===== src/rtl/ptr_tag_mask.sv =====
module ptr_tag_mask (
  input  logic        clk,
  input  logic        rst_n,
  input  logic        in_valid,
  input  logic [63:0] in_ptr,
  input  logic        in_user,
  input  logic        cfg_we,
  input  logic [2:0]  cfg_mode,
  output logic        out_valid,
  output logic [63:0] out_addr,
  output logic [15:0] out_tag,
  output logic        out_fault
);

  localparam logic [2:0] M_OFF  = 3'd0;
  localparam logic [2:0] M_L24  = 3'd1;
  localparam logic [2:0] M_TB8  = 3'd2;
  localparam logic [2:0] M_TB7  = 3'd3;
  localparam logic [2:0] M_KS6  = 3'd4;
  localparam logic [2:0] M_KS15 = 3'd5;
  localparam logic [2:0] M_TB16 = 3'd6;

  logic [2:0]  mode_q;
  logic [63:0] addr_c;
  logic [15:0] tag_c;
  logic        bad_c;
  logic        fault_c;

  wire p63 = in_ptr[63];
  wire canon47 = (in_ptr[63:47] == '0) || (in_ptr[63:47] == '1);

  always_comb begin
    addr_c = in_ptr;
    tag_c  = '0;
    bad_c  = 1'b0;
    case (mode_q)
      M_L24: begin
        addr_c = {40'd0, in_ptr[23:0]};
        tag_c  = {8'd0, in_ptr[31:24]};
      end
      M_TB8: begin
        addr_c = {{8{in_ptr[55]}}, in_ptr[55:0]};
        tag_c  = {8'd0, in_ptr[63:56]};
      end
      M_TB7: begin
        addr_c = {{7{in_ptr[56]}}, in_ptr[56:0]};
        tag_c  = {9'd0, in_ptr[63:57]};
      end
      M_KS6: begin
        addr_c = {{7{p63}}, in_ptr[56:0]};
        tag_c  = {10'd0, in_ptr[62:57]};
        bad_c  = p63 != in_ptr[56];
      end
      M_KS15: begin
        addr_c = {{16{p63}}, in_ptr[47:0]};
        tag_c  = {1'b0, in_ptr[62:48]};
        bad_c  = p63 != in_ptr[47];
      end
      M_TB16: begin
        addr_c = {{16{in_ptr[47]}}, in_ptr[47:0]};
        tag_c  = in_ptr[63:48];
      end
      default: begin
        bad_c = !canon47;
      end
    endcase
  end

  assign fault_c = bad_c || (in_user && addr_c[63]);

  always_ff @(posedge clk) begin
    if (!rst_n) begin
      mode_q <= M_OFF;
    end else if (cfg_we) begin
      mode_q <= cfg_mode;
    end
  end

  always_ff @(posedge clk) begin
    if (!rst_n) begin
      out_valid <= 1'b0;
      out_addr  <= '0;
      out_tag   <= '0;
      out_fault <= 1'b0;
    end else begin
      out_valid <= in_valid;
      if (in_valid) begin
        out_addr  <= fault_c ? 64'd0 : addr_c;
        out_tag   <= tag_c;
        out_fault <= fault_c;
      end
    end
  end

endmodule



===== config.mk =====
export PLATFORM = sky130hd
export DESIGN_NAME = ptr_tag_mask
export DESIGN_NICKNAME = d
export VERILOG_FILES = /design/src/rtl/ptr_tag_mask.sv
export SDC_FILE = /design/constraint.sdc
export NUM_CORES = 1
export LEC_CHECK = 0
export ABC_CLOCK_PERIOD_IN_PS = 4700
export BUFFER_PORTS_ARGS = -buffer_cell sky130_fd_sc_hd__buf_2
export CAP_MARGIN = 10
export CORE_UTILIZATION = 51
export DETAILED_ROUTE_END_ITERATION = 10
export HOLD_SLACK_MARGIN = 0.02
export PLACE_DENSITY = 0.84
export SLEW_MARGIN = 30
export SYNTH_ARGS = -nofsm -noshare
export SYNTH_HDL_FRONTEND = slang
export SYNTH_SLANG_ARGS = --single-unit

===== constraint.sdc =====
create_clock -name clk -period 4.7 [get_ports clk]
set_input_delay 0.47 -clock clk [delete_from_list [all_inputs] [get_ports clk]]
set_output_delay 0.47 -clock clk [all_outputs]
set_load 0.05 [all_outputs]

Word-level counts from Yosys, hierarchy flattened
Index checks and enable logic that the tools add are counted.
{ "word_totals": {"regBits": 85, "out_inout_bits": 82} }
{ "classes": {"muxes": 4, "n_reduce_logical": 6, "eq_ne": 9} }
{ "op_table": {"columns": ["operator", "count"], "rows": [
  ["64-bit one-hot mux with 6 select lines", 1],
  ["16-bit one-hot mux with 6 select lines", 1],
  ["64-bit two-way mux", 1],
  ["17-bit equality test (second input constant)", 1],
  ["17-bit zero test", 1],
  ["3-bit equality test (second input constant)", 3],
  ["3-bit by 2-bit equality test with 1-bit output (second input constant)", 2],
  ["4-bit OR reduction", 1],
  ["3-bit by 1-bit equality test with 1-bit output (second input constant)", 1],
  ["1-bit one-hot mux with 3 select lines", 1],
  ["1-bit logical OR", 2],
  ["1-bit inequality test", 2],
  ["1-bit logical AND", 1],
  ["1-bit zero test", 1]
]} }

Logic depth before layout (Yosys ltp)
Gate-level depths: netlist (run 1).
{ "depth": {"depth_word": 6, "mapped_depth": 8} }

Least setup slack after synthesis (run 1)
Ideal clock, no wire load.
{ "synth_path": {"path_kind": "input-to-reg", "from": "input in_ptr[63]", "to": "register out_addr[25]", "slack_ns": 2.519, "required_time_ns": 4.640, "path_stages": 8, "t_arrival_ns": 2.121, "setup_time_ns": 0.060, "path_buffers": 2, "cell_sequence": "buf_2 > nor4_2 > nand4_1 > or4_4 > a211oi_4 > o211a_4 > buf_6 > a22o_1"} }
{ "synth_between": {"elab_chain_len": 6, "elab_cells_between_ends": 11, "classes_between": "eq/ne: 3; mux: 3; reduce/logical: 5"} }
{ "synth_rtl": {"columns": ["item", "line_no", "rtl"], "rows": [
  ["start, declared", "5", "input logic [63:0] in_ptr,"],
  ["17-bit equality test or 17-bit zero test (tied branches)", "30", "wire canon47 = (in_ptr[63:47] == '0) || (in_ptr[63:47] == '1);"],
  ["1-bit logical OR", "30", null],
  ["1-bit zero test", "64", "bad_c = !canon47;"],
  ["1-bit one-hot mux with 3 select lines", "36", "case (mode_q)"],
  ["1-bit logical OR *", "69", "assign fault_c = bad_c || (in_user && addr_c[63]);"],
  ["64-bit two-way mux *", "88", "out_addr <= fault_c ? 64'd0 : addr_c;"],
  ["end signal, assigned", "88", null],
  ["end, declared", "10", "output logic [63:0] out_addr,"]
]} }
Every way passes the cells marked *; elsewhere a longest branch is shown, timed or not.
A chain may end at the register's enable or synchronous reset.

Final worst setup path (run 1)
{ "layout_path": {"from": "register mode_q[1]", "to": "register out_addr[51]"} }
{ "layout_between": {"elab_chain_len": 5, "elab_cells_between_ends": 12, "classes_between": "eq/ne: 6; mux: 3; reduce/logical: 3"} }
{ "layout_rtl": {"columns": ["item", "line_no", "rtl"], "rows": [
  ["start, declared", "23", "logic [2:0] mode_q;"],
  ["start signal, assigned", "75", "mode_q <= cfg_mode;"],
  ["3-bit equality test (tied with other cells)", "36", null],
  ["4-bit OR reduction (no line) or 64-bit one-hot mux with 6 select lines (tied branches)", null, null],
  ["1-bit one-hot mux with 3 select lines or 1-bit logical AND (tied branches)", "36, 69", null],
  ["1-bit logical OR", "69", null],
  ["64-bit two-way mux *", "88", null]
]} }
Marks and branches as above.

==> implementation parameters, run 1 <==
Parameter                              Value

Cells and area
  Final non-filler cell area ... 4427 sq um
  Total area of sequential cells ... approximately 1700 sq um
  Antenna diodes ... 0
  Ratio of cells with drive above 1 in the final layout ... 35.43%
  Post-layout util ... 68.16%
  Total area of multi-input combinational cells ... approximately 1700 sq um
  Count of fill cells added during filler insertion ... 527
  Final layout net count ... 575
  Area overhead of the layout relative to synthesis ... 26.31%

Clock network
  Clock transition at the registers of the reported paths ... about 90 ps
  Clock latency reported for the late side of the worst-skew pair ... around 350 ps
  Clock root buffer ... sky130_fd_sc_hd__clkbuf_8
  CTS H-Tree Depth ... 3
  Number of setup buffers added after CTS ... 0
  Post-cts resize count ... 0
  Clock tree from TritonCTS ... done
  Clock sink count ... 85
  Hold buffer count at cts ... 0
  Bufs on Longest Clock Path ... 2
  Number of buffers added by the clock tree synthesis step ... 9

STA
  Setup TNS ... 0 ps
  Hold Fails Final Rpt ... 0
  Max Clk Rate ... 364.8 MHz
  RSZ-0062 raised after global routing ... false
  Worst-margin pin slew ... 870.1 ps
  Final count of negative-setup-slack endpoints ... 0
  Final critical delay including setup and external delays ... 2741 ps
  Fin. max-slew vios ... 0
  Worst-case clock skew ... 12.15 ps
  Worst relative slew slack ... around two fifths
  Fraction of the cycle the final worst path needs ... 58.32%

Drt
  Number of vias in the routed layout ... 3247
  Drt pass-1 iters ... 9
  Sum of routed wire segments on met1 ... between 3 and 4 mm
  Remaining number of nets flagged by the antenna check after routing ... 0
  Met3 routed wirelength ... 605 microns
  DRC violation count after routing ... 7
  Average wire per standard cell ... about 15 microns
  Highest metal layer with signal wires ... met4
  Via-to-Cell Ratio ... 5.550
  Length of routed met2 wiring ... roughly 4.3 mm
  Total wire length ... between 8 and 9 mm
  Violation count after the first detailed-routing iteration ... about 240

Synthesis
  Unique cell type count in the Yosys netlist ... 45
  Post-Synthesis Cell Area ... 3505 sq um
  Instance count of the mapped netlist ... about 370
  Number of warnings reported in the yosys synthesis log ... 0
  Synth Flop Type ... sky130_fd_sc_hd__dfxtp_1
  Synthesized Nets ... 437
  Portion of the post-synthesis area used by sequential elements ... 48.55%
  Mean instance size in the synthesized netlist ... about 9.6 sq um
  Post-synthesis sequential element count ... 85
  EDFF count, synth ... 0
  Async set or reset register ratio after synthesis ... 0%

Power
  Static leakage power ... 2.134 nW
  Part of the power in combinational logic ... 20.5%
  Power per cell area ... 348.3 nW/um^2
  Net switching fraction of the power ... 32.32%
  Final Total Pwr ... 0.001542 W
  Worst voltage drop across the vdd grid ... 0.2148 mV
  Internal power contribution ... 0.001043 W
  Switching power ... between 0.0004 and 0.0005 W
  Part of the total power dissipated in the clock network ... 29.1%
  Power share of the sequential group ... 50.4%

Floorplanning
  Overall die area ... 7207 sq um
  Die Wd ... 84.90 microns
  Starting density of the core ... 53.96%
  Die extent in y ... 84.90 microns
  Cell Rows ... 29
  Area of the placeable core ... approximately 6500 sq um
  I/O pin cnt ... between 150 and 200

Setup path
  Data required time of the worst path ... 4930 ps
  Cell Chain, Critical Path ... nor2b_1 > a211oi_2 > a211oi_1 > a211oi_4 > o21ai_2 > buf_4 > nor3_1
  Arrival time at the worst endpoint ... around 3000 ps
  Endpoint type of the worst setup path ... flip-flop
  Slowest cell on the critical path ... sky130_fd_sc_hd__dfxtp_1
  Critical Path Max Stage Delay ... 790 ps
  Startpoint type of the worst setup path ... flip-flop
  Peak fanout along the critical path ... 34
  Startpoint-to-endpoint class of the critical path ... reg -> reg

Place
  Input/output buffers ... 153
  Placer congestion estimate ... 0.8664
  Post-DP HPWL ... 6.487 mm
  Instance area after placement ... 4257 sq um

Global routing
  Antenna violations before repair ... 0
  Largest net degree at the start of global routing ... 35
  First-pass GRT wire length ... 14.11 mm
  Via count of the first global-routing pass ... 2999
  Total routing usage reported by global routing ... 24.91%
  Overall overflow remaining after global route ... 0

Outcome
  Run status ... complete, but fails checks
  Violations in the final reports ... DRC

Flow run
  Max-cap check violation count ... 0

Worst hold path
  Type of the worst min-delay path ... in -> reg
[state kept, by name, indices dropped and copies added, names as in the netlist]
signal and flops:
out_addr 64, out_tag 16, mode_q 3, out_fault 1, out_valid 1
[final timing paths]
check	from	end	slack (ps)	depth (start not counted)
worst max-delay path	mode_q[1]$_SDFFE_PN0P_	out_addr[51]$_SDFFE_PN0P_	1960	7
worst min-delay path	in_ptr[37]	out_addr[37]$_SDFFE_PN0P_	340	2
worst max register to register	mode_q[1]$_SDFFE_PN0P_	out_addr[51]$_SDFFE_PN0P_	1960	7
worst min register to register	out_addr[43]$_SDFFE_PN0P_	out_addr[43]$_SDFFE_PN0P_	480	1
[synth_stat cells (2+ instances only)]
cell / number / area [sq um]
sky130_fd_sc_hd__a211oi_1: 11 / 82.58
sky130_fd_sc_hd__a21oi_1: 21 / 105.1
sky130_fd_sc_hd__a22o_1: 24 / 210.2
sky130_fd_sc_hd__a22oi_1: 13 / 97.59
sky130_fd_sc_hd__a311oi_1: 2 / 17.52
sky130_fd_sc_hd__and2_1: 4 / 25.02
sky130_fd_sc_hd__and4b_1: 2 / 20.02
sky130_fd_sc_hd__buf_1: 3 / 11.26
sky130_fd_sc_hd__buf_2: 6 / 30.03
sky130_fd_sc_hd__buf_6: 2 / 22.52
sky130_fd_sc_hd__clkbuf_1: 17 / 63.81
sky130_fd_sc_hd__dfxtp_1: 85 / 1702
sky130_fd_sc_hd__inv_1: 8 / 30.03
sky130_fd_sc_hd__mux2_2: 2 / 22.52
sky130_fd_sc_hd__mux2i_1: 30 / 300.3
sky130_fd_sc_hd__nand2_1: 13 / 48.80
sky130_fd_sc_hd__nand4_1: 5 / 31.28
sky130_fd_sc_hd__nor2_1: 44 / 165.2
sky130_fd_sc_hd__nor2b_1: 26 / 162.7
sky130_fd_sc_hd__nor3_1: 9 / 45.04
sky130_fd_sc_hd__nor4_1: 3 / 18.77
sky130_fd_sc_hd__o21a_1: 6 / 45.04
sky130_fd_sc_hd__o21ai_0: 6 / 30.03
sky130_fd_sc_hd__or3_1: 2 / 12.51
[per-stage QoR]
step	cells	hold WS, ps	setup slack, ps
5_1_grt	585	321.0	1694
4_1_cts	585	327.2	1990
3_5_place_dp	569	453.5	2018
2_1_floorplan	365	602.6	2519
3_3_place_gp	569	451.4	2209
6_report	585	336.4	1959
[cells by family (layout without fill, tap and decap cells)]
logic type             after synthesis  count (layout)  synth area share (%)
AND/OR/NAND/NOR                    116             116                 17.24
buffers and inverters               36             179                 4.498
multiplexers                        32              32                 9.211
XOR/XNOR                             1               1                0.2500
AO/OA/AOI/OAI                       95              95                 20.24
flip-flops                          85              85                 48.55
[per-layer routing]
| layer | GRT usage, % | up-vias |
|---|---|---|
| met5 | 0 | - |
| met4 | 10.79 | 0 |
| met3 | 6.031 | 19 |
| met2 | 40.80 | 144 |
| met1 | 31.46 | 1509 |
| li1 | - | 1575 |
[power groups by stage]
stage | Sequential, W | Clock (W) | Combinational, W
floorplan | 0.000894 | 0 | 0.000124
global placement | 0.000792 | 0 | 0.000309
detailed placement | 0.000793 | 0 | 0.000315
CTS | 0.000777 | 0.000454 | 0.000316
global route | 0.000783 | 0.000485 | 0.000336
finish | 0.000778 | 0.000448 | 0.000316
[placed cells by master (no fill, tap or decap), types with 2 or more instances in the layout]
master / n
sky130_fd_sc_hd__a211oi_1: 11
sky130_fd_sc_hd__a21oi_1: 21
sky130_fd_sc_hd__a22o_1: 24
sky130_fd_sc_hd__a22oi_1: 13
sky130_fd_sc_hd__a311oi_1: 2
sky130_fd_sc_hd__and2_1: 4
sky130_fd_sc_hd__and4b_1: 2
sky130_fd_sc_hd__buf_2: 153
sky130_fd_sc_hd__buf_4: 2
sky130_fd_sc_hd__clkbuf_8: 9
sky130_fd_sc_hd__clkinv_2: 4
sky130_fd_sc_hd__dfxtp_1: 85
sky130_fd_sc_hd__inv_1: 8
sky130_fd_sc_hd__mux2_2: 2
sky130_fd_sc_hd__mux2i_1: 30
sky130_fd_sc_hd__nand2_1: 13
sky130_fd_sc_hd__nand4_1: 5
sky130_fd_sc_hd__nor2_1: 44
sky130_fd_sc_hd__nor2b_1: 25
sky130_fd_sc_hd__nor3_1: 9
sky130_fd_sc_hd__nor4_1: 3
sky130_fd_sc_hd__o21a_1: 6
sky130_fd_sc_hd__o21ai_0: 6
sky130_fd_sc_hd__or3_1: 2
[worst max-delay path, delay by kind of cell, from the launching register on]
family / cells / cell delay, ps
AOI/OAI and AO/OA: 4 / 880
buffers and inverters: 1 / 340
and+or+nand+nor: 2 / 630
DFF: 1 / 790
[area by class of cell]
| type | instances | area share [%] |
|---|---|---|
| clock buffer | 10 | 2.883 |
| clock inverter | 6 | 0.8479 |
| inverter | 8 | 0.6783 |
| multi-input combinational | 244 | 37.34 |
| sequential | 85 | 38.44 |
| tap | 77 | 2.176 |
| timing repair buffer | 155 | 17.64 |
Note: power is estimated with default switching activity, not from simulation.
==> run 2, diff against run 1 <==
--- a/config.mk
+++ b/config.mk
@@ -5,13 +5,13 @@
 export SDC_FILE = /design/constraint.sdc
 export NUM_CORES = 1
 export LEC_CHECK = 0
-export ABC_CLOCK_PERIOD_IN_PS = 4700
+export ABC_CLOCK_PERIOD_IN_PS = 2500
 export BUFFER_PORTS_ARGS = -buffer_cell sky130_fd_sc_hd__buf_2
 export CAP_MARGIN = 10
-export CORE_UTILIZATION = 51
+export CORE_UTILIZATION = 43
 export DETAILED_ROUTE_END_ITERATION = 10
 export HOLD_SLACK_MARGIN = 0.02
-export PLACE_DENSITY = 0.84
+export PLACE_DENSITY = 0.76
 export SLEW_MARGIN = 30
 export SYNTH_ARGS = -nofsm -noshare
 export SYNTH_HDL_FRONTEND = slang
==> constraint.sdc (replaced) <==
create_clock -name clk -period 2.5 [get_ports clk]
set_input_delay 0.25 -clock clk [delete_from_list [all_inputs] [get_ports clk]]
set_output_delay 0.25 -clock clk [all_outputs]
set_load 0.05 [all_outputs]
==> run 2 against run 1 <==
The flow now finishes without violations. Largest cell class unchanged. Cell area is 3.9% higher. Critical path type unchanged. Clock skew is 0.58 ps lower. Critical path depth stayed put. Total power is 100% higher. Fmax is 21% higher. Via count is 0.40% lower. Non-clock buffer count is 11 higher. Critical endpoint is now out_addr[30]$_SDFFE_PN0P_. Clock power is 140% higher.
==> implementation parameters, run 2 (synthesized netlist as in run 1, its figures left out) <==
Parameter                              Value

Drt
  Via-to-Cell Ratio ... 5.208 (was 5.550)
  Violation count after the first detailed-routing iteration ... 126 (was 237)
  Drt pass-1 iters ... 4 (was 9)
  Average wire per standard cell ... 14.81 microns (was 15.29 microns)
  Number of vias in the routed layout ... 3234 (was 3247)
  Total wire length ... 9.198 mm (was 8.942 mm)
  DRC violation count after routing ... 0 (was 7)
  Remaining number of nets flagged by the antenna check after routing ... 0 (unchanged)

Floorplanning
  Die Wd ... 92.28 microns (was 84.90 microns)
  I/O pin cnt ... 154 (unchanged)
  Die extent in y ... 92.28 microns (was 84.90 microns)
  Area of the placeable core ... 7807 sq um (was 6495 sq um)
  Cell Rows ... 32 (was 29)
  Overall die area ... 8516 sq um (was 7207 sq um)
  Starting density of the core ... 44.89% (was 53.96%)

Worst hold path
  Type of the worst min-delay path ... in -> reg (unchanged)
  Hold Path Cell Cnt ... 2 (unchanged)

Clock network
  Clock sink count ... 85 (unchanged)
  Clock tree from TritonCTS ... done (unchanged)
  CTS H-Tree Depth ... 3 (unchanged)
  Clock latency reported for the late side of the worst-skew pair ... 350 ps (about the same)
  Number of buffers added by the clock tree synthesis step ... 9 (unchanged)
  Clock transition at the registers of the reported paths ... 80 ps (was 90 ps)
  Bufs on Longest Clock Path ... 2 (unchanged)
  Clock root buffer ... sky130_fd_sc_hd__clkbuf_8 (unchanged)

Cells and area
  Largest Register ... out_addr (unchanged)
  Area overhead of the layout relative to synthesis ... 31.24% (was 26.31%)
  Count of fill cells added during filler insertion ... 717 (was 527)
  Final layout net count ... 586 (was 575)
  Ratio of cells with drive above 1 in the final layout ... 36.99% (was 35.43%)
  Largest registers in the final layout ... out_addr: 64 flops, out_tag: 16 flops, mode_q: 3 flops (unchanged)
  Flip-flop count of the largest register, all copies and words added ... 64 (unchanged)
  Commonest non-fill, non-tap cells in the layout ... sky130_fd_sc_hd__buf_2 (153), sky130_fd_sc_hd__dfxtp_1 (85), sky130_fd_sc_hd__nor2_1 (44), sky130_fd_sc_hd__mux2i_1 (30), sky130_fd_sc_hd__nor2b_1 (25) (unchanged)
  Antenna diodes ... 0 (unchanged)
  Most common library cell in the layout ignoring fill and taps ... sky130_fd_sc_hd__buf_2 (unchanged)

Setup path
  Data required time of the worst path ... 2790 ps (was 4930 ps)
  Slowest cell on the critical path ... sky130_fd_sc_hd__dfxtp_1 (unchanged)
  Logic depth of the worst setup path including buffers ... 7 (unchanged)
  CP Buf/Inv Count ... 1 (unchanged)
  Internal reg-to-reg setup slack ... 240 ps (was 1960 ps)
  Startpoint type of the worst setup path ... flip-flop (unchanged)
  Critical Path Max Stage Delay ... 450 ps (was 790 ps)
  Startpoint-to-endpoint class of the critical path ... reg -> reg (unchanged)
  Delay-heaviest family, CP ... compound AO/OA/AOI/OAI gates (unchanged)
  Reg2Reg Depth ... 7 (unchanged)
  Peak fanout along the critical path ... 24 (was 34)
  Cell Chain, Critical Path ... buf_4 > nor2b_1 > a211oi_2 > a211oi_1 > a211oi_4 > o211a_4 > a22o_1 (was nor2b_1 > a211oi_2 > a211oi_1 > a211oi_4 > o21ai_2 > buf_4 > nor3_1)
  Arrival time at the worst endpoint ... 2550 ps (was 2970 ps)
  Endpoint type of the worst setup path ... flip-flop (unchanged)

STA
  Max Clk Rate ... 441.7 MHz (was 364.8 MHz)
  Final count of negative-setup-slack endpoints ... 0 (unchanged)
  Hold Fails Final Rpt ... 0 (unchanged)
  Worst relative slew slack ... 57.34% (was 41.91%)
  RSZ-0062 raised after global routing ... false (unchanged)
  Worst-case clock skew ... 11.57 ps (was 12.15 ps)
  Final critical delay including setup and external delays ... 2264 ps (was 2741 ps)
  Fraction of the cycle the final worst path needs ... 90.56% (was 58.32%)
  Worst-case setup margin in the final layout ... 236.1 ps (was 1959 ps)
  Fin. max-slew vios ... 0 (unchanged)
  Worst hold slack ... 112.4 ps (was 336.4 ps)
  Setup TNS ... 0 ps (unchanged)
  Worst-margin pin slew ... 640.0 ps (was 870.1 ps)

Global routing
  First-pass GRT wire length ... 14.47 mm (was 14.11 mm)
  Antenna violations before repair ... 0 (unchanged)
  Via count of the first global-routing pass ... 3026 (was 2999)
  Overall overflow remaining after global route ... 0 (unchanged)
  Total routing usage reported by global routing ... 21.69% (was 24.91%)
  Largest net degree at the start of global routing ... 50 (was 35)

Flow run
  Max-cap check violation count ... 0 (unchanged)

Place
  Post-DP HPWL ... 6.637 mm (was 6.487 mm)
  Placer congestion estimate ... 0.8914 (was 0.8664)
  Input/output buffers ... 153 (unchanged)
  Minimum setup slack after placement ... 214.2 ps (was 2018 ps)

Outcome
  Run status ... finished, final reports clean (was complete, but fails checks)

Power
  Static leakage power ... 2.213 nW (was 2.134 nW)
  Power per cell area ... 684.8 nW/um^2 (was 348.3 nW/um^2)
  Worst voltage drop across the vdd grid ... 0.3918 mV (was 0.2148 mV)
## run 2: cell count changes in the layout (fill, tap and decap cells not counted)
cell	change
sky130_fd_sc_hd__bufinv_16	+2
sky130_fd_sc_hd__clkbuf_8	+1
sky130_fd_sc_hd__clkinv_4	-1
sky130_fd_sc_hd__o21ai_4	+1
sky130_fd_sc_hd__o21ai_2	-1
sky130_fd_sc_hd__clkbuf_1	-1
sky130_fd_sc_hd__buf_4	+11
sky130_fd_sc_hd__nor2b_2	+1
sky130_fd_sc_hd__clkinv_2	-1
sky130_fd_sc_hd__nor2b_4	-1
## run 2: final timing paths
| kind | start | endpoint |
|---|---|---|
| worst max-delay path | mode_q[2]$_SDFFE_PN0P_ | out_addr[30]$_SDFFE_PN0P_ |
| worst min-delay path | in_ptr[41] | out_addr[41]$_SDFFE_PN0P_ |
| worst max register to register | mode_q[2]$_SDFFE_PN0P_ | out_addr[30]$_SDFFE_PN0P_ |
| worst min register to register | out_addr[43]$_SDFFE_PN0P_ | out_addr[43]$_SDFFE_PN0P_ |
## run 2: metrics by stage
stage	std cells	utilization (%)	power [W]	cell area (sq um)
final	621	58.91	0.003150	4599
after CTS	621	58.81	0.003175	4592
after detailed placement	605	55.98	0.002102	4370
after floorplan	365	-	0.001913	3505
after global placement	605	55.98	0.002091	4370
after global routing	621	58.91	0.003286	4599
## run 2: metal layers
metal | wire (microns) | global-route usage, %
met1 | 4073 | 26.73
met2 | 4337 | 35.07
met3 | 619 | 6.716
met4 | 168 | 8.854
met5 | 0 | 0
## run 2: timing repair
action / CTS / global route
resized for setup: 0 / 1
hold buffers: 0 / 0
buffers inserted: 0 / 0
endpoints found under the setup margin: 0 / 13
## run 2: area by class of cell
type	instances	area [sq um]	share of cell area, %
Timing Repair Buffer	166	863.3	18.77
Clock inverter	6	83.83	1.823
Tap cell	102	127.6	2.775
Multi-Input combinational cell	244	1655	35.99
Sequential cell	85	1702	37.00
Clock buffer	10	137.6	2.992
Inverter	8	30.03	0.6529
## run 2: where the power goes
part           switching, W  internal, W  leakage, nW
sequential        0.0000324      0.00141        0.693
combinational      0.000427     0.000200         1.40
clock              0.000487     0.000589        0.116
total              0.000947      0.00220         2.21
